<file path="src/rtl/div_pkg.sv">
package div_pkg;

    // Control sequencer states
    typedef enum logic {
        CTRL_IDLE = 1'b0,
        CTRL_RUN  = 1'b1
    } ctrl_state_e;

endpackage

</file>
<file path="src/rtl/div_step.sv">
// One restoring iteration: shift a dividend bit into the partial
// remainder, trial-compare against the divisor, subtract on success.
module div_step #(
    parameter int WIDTH = 8
) (
    input  logic [WIDTH-1:0] rem_i,
    input  logic             bit_in_i,
    input  logic [WIDTH-1:0] divisor_i,
    output logic [WIDTH-1:0] rem_o,
    output logic             qbit_o
);
    localparam int XW = WIDTH + 1;

    logic [XW-1:0] trial;
    logic [XW-1:0] wide_dsr;
    logic [XW-1:0] diff;

    always_comb begin
        trial    = {rem_i, bit_in_i};
        wide_dsr = {1'b0, divisor_i};
        diff     = trial - wide_dsr;
        qbit_o   = (trial >= wide_dsr);
        rem_o    = qbit_o ? diff[WIDTH-1:0] : trial[WIDTH-1:0];
    end

endmodule

</file>
<file path="src/rtl/div_ctrl.sv">
// Iteration sequencer: accepts a start while idle, counts WIDTH steps.
module div_ctrl
    import div_pkg::*;
#(
    parameter int WIDTH = 8
) (
    input  logic clk,
    input  logic rst_n,
    input  logic start_i,
    output logic accept_o,
    output logic busy_o,
    output logic last_o
);
    localparam int CW = (WIDTH > 1) ? $clog2(WIDTH) : 1;
    localparam logic [CW-1:0] LAST_IDX = CW'(WIDTH - 1);

    typedef struct packed {
        ctrl_state_e   state;
        logic [CW-1:0] cnt;
    } ctrl_t;

    ctrl_t ctrl_d, ctrl_q;

    always_comb begin
        ctrl_d   = ctrl_q;
        accept_o = start_i && (ctrl_q.state == CTRL_IDLE);
        busy_o   = (ctrl_q.state == CTRL_RUN);
        last_o   = busy_o && (ctrl_q.cnt == LAST_IDX);
        if (accept_o) begin
            ctrl_d.state = CTRL_RUN;
            ctrl_d.cnt   = '0;
        end else if (busy_o) begin
            if (last_o) begin
                ctrl_d.state = CTRL_IDLE;
                ctrl_d.cnt   = '0;
            end else begin
                ctrl_d.cnt = ctrl_q.cnt + 1'b1;
            end
        end
    end

    always_ff @(posedge clk or negedge rst_n) begin
        if (!rst_n) begin
            ctrl_q <= '{state: CTRL_IDLE, cnt: '0};
        end else begin
            ctrl_q <= ctrl_d;
        end
    end

    // the step counter never passes the last iteration index
    a_r3_count_range: assert property (@(posedge clk) disable iff (!rst_n)
        busy_o |-> (ctrl_q.cnt <= LAST_IDX));

    // the run state lasts until the last index, then returns to idle
    a_r3_last_ends_run: assert property (@(posedge clk) disable iff (!rst_n)
        (last_o && !start_i) |=> !busy_o);

endmodule

</file>
<file path="src/rtl/restoring_divider.sv">
// Multi-cycle unsigned restoring divider, one quotient bit per clock.
module restoring_divider
    import div_pkg::*;
#(
    parameter int WIDTH = 8
) (
    input  logic             clk,
    input  logic             rst_n,
    input  logic             start_i,
    input  logic [WIDTH-1:0] dividend_i,
    input  logic [WIDTH-1:0] divisor_i,
    output logic             busy_o,
    output logic             done_o,
    output logic [WIDTH-1:0] quotient_o,
    output logic [WIDTH-1:0] remainder_o
);
    typedef struct packed {
        logic [WIDTH-1:0] rem;
        logic [WIDTH-1:0] quo;
        logic [WIDTH-1:0] dvd;
        logic [WIDTH-1:0] dsr;
        logic             done;
    } dp_t;

    dp_t dp_d, dp_q;

    logic             accept;
    logic             last;
    logic [WIDTH-1:0] step_rem;
    logic             step_qbit;

    div_ctrl #(.WIDTH(WIDTH)) u_ctrl (
        .clk      (clk),
        .rst_n    (rst_n),
        .start_i  (start_i),
        .accept_o (accept),
        .busy_o   (busy_o),
        .last_o   (last)
    );

    div_step #(.WIDTH(WIDTH)) u_step (
        .rem_i     (dp_q.rem),
        .bit_in_i  (dp_q.dvd[WIDTH-1]),
        .divisor_i (dp_q.dsr),
        .rem_o     (step_rem),
        .qbit_o    (step_qbit)
    );

    always_comb begin
        dp_d      = dp_q;
        dp_d.done = 1'b0;
        if (accept) begin
            dp_d.rem = '0;
            dp_d.quo = '0;
            dp_d.dvd = dividend_i;
            dp_d.dsr = divisor_i;
        end else if (busy_o) begin
            dp_d.rem  = step_rem;
            dp_d.quo  = WIDTH'({dp_q.quo, step_qbit});
            dp_d.dvd  = dp_q.dvd << 1;
            dp_d.done = last;
        end
    end

    always_ff @(posedge clk or negedge rst_n) begin
        if (!rst_n) begin
            dp_q <= '0;
        end else begin
            dp_q <= dp_d;
        end
    end

    assign done_o      = dp_q.done;
    assign quotient_o  = dp_q.quo;
    assign remainder_o = dp_q.rem;

    // an idle start makes the unit busy on the next cycle
    a_r2_accept: assert property (@(posedge clk) disable iff (!rst_n)
        (start_i && !busy_o) |=> busy_o);

    // done only appears on the cycle busy has just dropped
    a_r3_done_after_busy: assert property (@(posedge clk) disable iff (!rst_n)
        done_o |-> (!busy_o && $past(busy_o)));

    // a start during a run leaves the captured divisor alone
    a_r5_hold_divisor: assert property (@(posedge clk) disable iff (!rst_n)
        (busy_o && start_i) |=> $stable(dp_q.dsr));

    // a zero divisor yields an all-ones quotient
    a_r6_zero_divisor: assert property (@(posedge clk) disable iff (!rst_n)
        (done_o && (dp_q.dsr == '0)) |-> (&quotient_o));

    // idle with no start keeps the results on the outputs
    a_r7_results_hold: assert property (@(posedge clk) disable iff (!rst_n)
        (!busy_o && !start_i) |=> ($stable(quotient_o) && $stable(remainder_o)));

    // the final remainder is below a non-zero divisor
    a_r9_rem_bound: assert property (@(posedge clk) disable iff (!rst_n)
        (done_o && (dp_q.dsr != '0)) |-> (remainder_o < dp_q.dsr));

endmodule

</file>
<file path="config.mk">
export PLATFORM = sky130hd
export DESIGN_NAME = restoring_divider
export DESIGN_NICKNAME = d
export VERILOG_FILES = /design/src/rtl/div_pkg.sv /design/src/rtl/div_step.sv /design/src/rtl/div_ctrl.sv /design/src/rtl/restoring_divider.sv
export SDC_FILE = /design/constraint.sdc
export NUM_CORES = 1
export LEC_CHECK = 0
export BUFFER_PORTS_ARGS = -buffer_cell sky130_fd_sc_hd__buf_2
export CORE_UTILIZATION = 35
export CTS_CLUSTER_SIZE = 30
export DETAILED_ROUTE_END_ITERATION = 8
export SLEW_MARGIN = 20
export SYNTH_ARGS = -nofsm -noshare
export SYNTH_HDL_FRONTEND = slang
export SYNTH_HIERARCHICAL = 1
export SYNTH_SLANG_ARGS = --single-unit
export TNS_END_PERCENT = 30
</file>
<file path="constraint.sdc">
create_clock -name clk -period 5.1 [get_ports clk]
set_input_delay 0.255 -clock clk [delete_from_list [all_inputs] [get_ports clk]]
set_output_delay 0.255 -clock clk [all_outputs]
set_load 0.1 [all_outputs]
</file>
==> flow_metrics.env <==
export IMPL_ys_async_sr_fraction_pct=100
export IMPL_grt_pass1_vias=1377
export IMPL_crit_start="remainder_o[5]"
export IMPL_stdcell_area_mm2=0.00239
export IMPL_reg2reg_slack_ns=2.48
export IMPL_yosys_area_top_type="dfrtp_1"
export IMPL_path_max_fanout=9
export IMPL_rr_endpoint="remainder_o[3]"
export IMPL_overflow=0
export IMPL_timing_max_cap_violations=0
export IMPL_synth_cell_type_count=39
export IMPL_status="complete, no violations"
export IMPL_port_buffers=36
export IMPL_antenna_left=0
export IMPL_ys_top_cells_by_area="dfrtp_1 42%, mux2i_1 11%, buf_4 6.1%"
export IMPL_avgSynthCellArea_um2=11.0
export IMPL_critical_path_arrival_ns=2.77
export IMPL_wl_mm=3.89
export IMPL_ctsHoldBuffers=0
export IMPL_post_dp_hpwl_mm=2.63
export IMPL_slew_headroom_pct=45.3
export IMPL_period_share_pct=51.4
export IMPL_coreArea_mm2=0.00603
export IMPL_reg2regPathDepth=7
export IMPL_ys_seq_area_share_pct=41.8
export IMPL_critPathKind="reg2reg"
export IMPL_finalClockSkew_ns=0.0101
export IMPL_grt_pass1_wl_mm=6.42
export IMPL_cts_tree="built"
export IMPL_num_vias=1433
export IMPL_slew_viol_final=0
export IMPL_synthToLayoutAreaGrowth_pct=7.74
export IMPL_die_w_um=81.5
export IMPL_synth_seq_cells=37
export IMPL_wire_per_inst_um=13.1
export IMPL_cts_htree_levels=2
export IMPL_vias_per_cell=4.84
export IMPL_period_needed_ns=2.62
export IMPL_grt_use_total_pct=12.9
export IMPL_synth_main_ff_cell="dfrtp_1"
export IMPL_cts_resized=0
export IMPL_clock_sinks=37
export IMPL_yosysMostFrequentCell="dfrtp_1"
export IMPL_fmax_mhz=381
export IMPL_ys_warn_count=6
export IMPL_cts_buffers=5
export IMPL_drt_initial_drc_count=93
export IMPL_synthCells=202
export IMPL_fin_setup_tns_ns=0
export IMPL_dieArea_mm2=0.00665
export IMPL_endpoint="remainder_o[3]"
export IMPL_grt_start_max_net_pins=42
export IMPL_gp_congestion=0.767
export IMPL_worstMarginPinSlew_ns=0.820
export IMPL_worst_slack_ns=2.48
export IMPL_initial_core_util_pct=36.8
export IMPL_dp_slack_ns=2.51
export IMPL_drc_errors=0
export IMPL_cp_end_kind="flip-flop"
export IMPL_rows=28
export IMPL_synthTopCellsByCount="37 x dfrtp_1, 25 x mux2i_1, 23 x nor2_1"
export IMPL_first_pass_iters=4
export IMPL_fp_dieH_um=81.5
export IMPL_hold_path_class="in2async"
export IMPL_postCtsSetupBuffers=0
export IMPL_rsz0062_at_grt="no"
export IMPL_antenna_cells=0
export IMPL_setup_viol=0
export IMPL_worstSkewPairLatency_ns=0.29
export IMPL_ctsLongestPathBuffers=2
export IMPL_drive_above_1_share_pct=30.8
export IMPL_synth_fp_nets=232
export IMPL_syn_area_mm2=0.00221
export IMPL_antenna_found_initial=0
export IMPL_final_nets=251
export IMPL_clk_pin_slew_ns=0.08
export IMPL_pin_count=37
export IMPL_yosysTopAreaCellShare_pct=41.8
export IMPL_cp_data_required_time_ns=5.24
export IMPL_synth_edff_count=0
export IMPL_ctsRootBufferMaster="clkbuf_8"
export IMPL_startpoint_type="flip-flop"
export IMPL_hold_violations=0
export IMPL_place_area_mm2=0.00228
export IMPL_r2r_start="remainder_o[5]"
==> stage by stage <==
stage               instances  utilization, %  hold slack, ns
floorplan                 202               -         -0.0406
global placement          289            37.9           0.418
detailed placement        289            37.9           0.411
CTS                       296            39.6          0.0842
global route              296            39.6           0.123
finish                    296            39.6          0.0524
==> sequential cells by signal, summed over array words and instances (netlist names) <==
| register | count |
|---|---|
| dp_q | 16 |
| quotient_o | 8 |
| remainder_o | 8 |
| u_ctrl/ctrl_q | 3 |
| done_o | 1 |
| u_ctrl/busy_o | 1 |
==> cells by family (layout without fill, tap and decap cells) <==
family                   after synthesis  count (layout)  share of synthesized area (%)
XOR/XNOR                               3               3                           1.19
AO/OA/AOI/OAI                         27              27                           8.98
buffers and inverters                 37              56                           11.7
adder cells (fa/ha/maj)               11              11                           6.55
flip-flops                            37              37                           41.8
AND/OR/NAND/NOR                       47              47                           9.83
multiplexers                          40              40                           19.9
==> worst min-delay path by stage <==
stage | start | end | slack (ns) | depth (start not counted)
after detailed placement | rst_n | quotient_o[5] | 0.41 | 1
after global placement | rst_n | quotient_o[4] | 0.42 | 1
after floorplan | rst_n | done_o | -0.04 | 0
final | rst_n | remainder_o[7] | 0.05 | 1
after global routing | rst_n | remainder_o[7] | 0.12 | 1
after CTS | rst_n | dp_q[15] | 0.08 | 1
==> cells in the final DEF (no fill, tap or decap) <==
| master | count |
|---|---|
| dfrtp_1 | 37 |
| buf_2 | 36 |
| mux2i_1 | 25 |
| nor2_1 | 23 |
| inv_1 | 12 |
| nand2_1 | 10 |
| ha_1 | 10 |
| mux2_2 | 9 |
| o21ai_0 | 8 |
| mux2_4 | 6 |
| clkbuf_8 | 5 |
| nand2b_1 | 3 |
| nor3_1 | 3 |
| xnor2_1 | 3 |
| o21ai_1 | 2 |
| a22o_2 | 2 |
| nand3_1 | 2 |
| a21o_1 | 2 |
| o21a_1 | 2 |
| a21oi_1 | 2 |
| bufinv_16 | 1 |
| clkinv_2 | 1 |
| buf_4 | 1 |
| and2_2 | 1 |
| nor2b_4 | 1 |
| and2b_2 | 1 |
| a211oi_2 | 1 |
| a2111oi_2 | 1 |
| nor2b_1 | 1 |
| o31a_1 | 1 |
| nor4_1 | 1 |
| nor3b_1 | 1 |
| a31oi_1 | 1 |
| a311o_1 | 1 |
| a21o_2 | 1 |
| o311a_2 | 1 |
| a211oi_1 | 1 |
| a211o_1 | 1 |
| fa_1 | 1 |
==> layer usage <==
metal,track usage [%],wire length (µm),vias to the layer above
li1,-,-,714
met1,16.4,1930,688
met2,20.5,1730,25
met3,3.67,167,6
met4,5.36,63,0
met5,0,0,-
==> critical path: stages (launching register included) <==
cell	delay [ns]
dfrtp_1	0.42
ha_1	0.37
a21o_1	0.24
a2111oi_2	0.36
o21a_1	0.55
mux2_4	0.34
mux2i_1	0.13
nor2_1	0.05
==> area by class of cell <==
cell class	instances	area, µm²
clock buffers	5	68.8
well taps	75	93.8
multi-input cells	128	1030
clock inverters	2	35.0
fillers	620	3640
repair buffers	37	188
inverters	12	45.0
flip-flops and latches	37	926
Power is not shown: default switching activity piles up to over one toggle a cycle in this logic, so the estimate is an artifact.
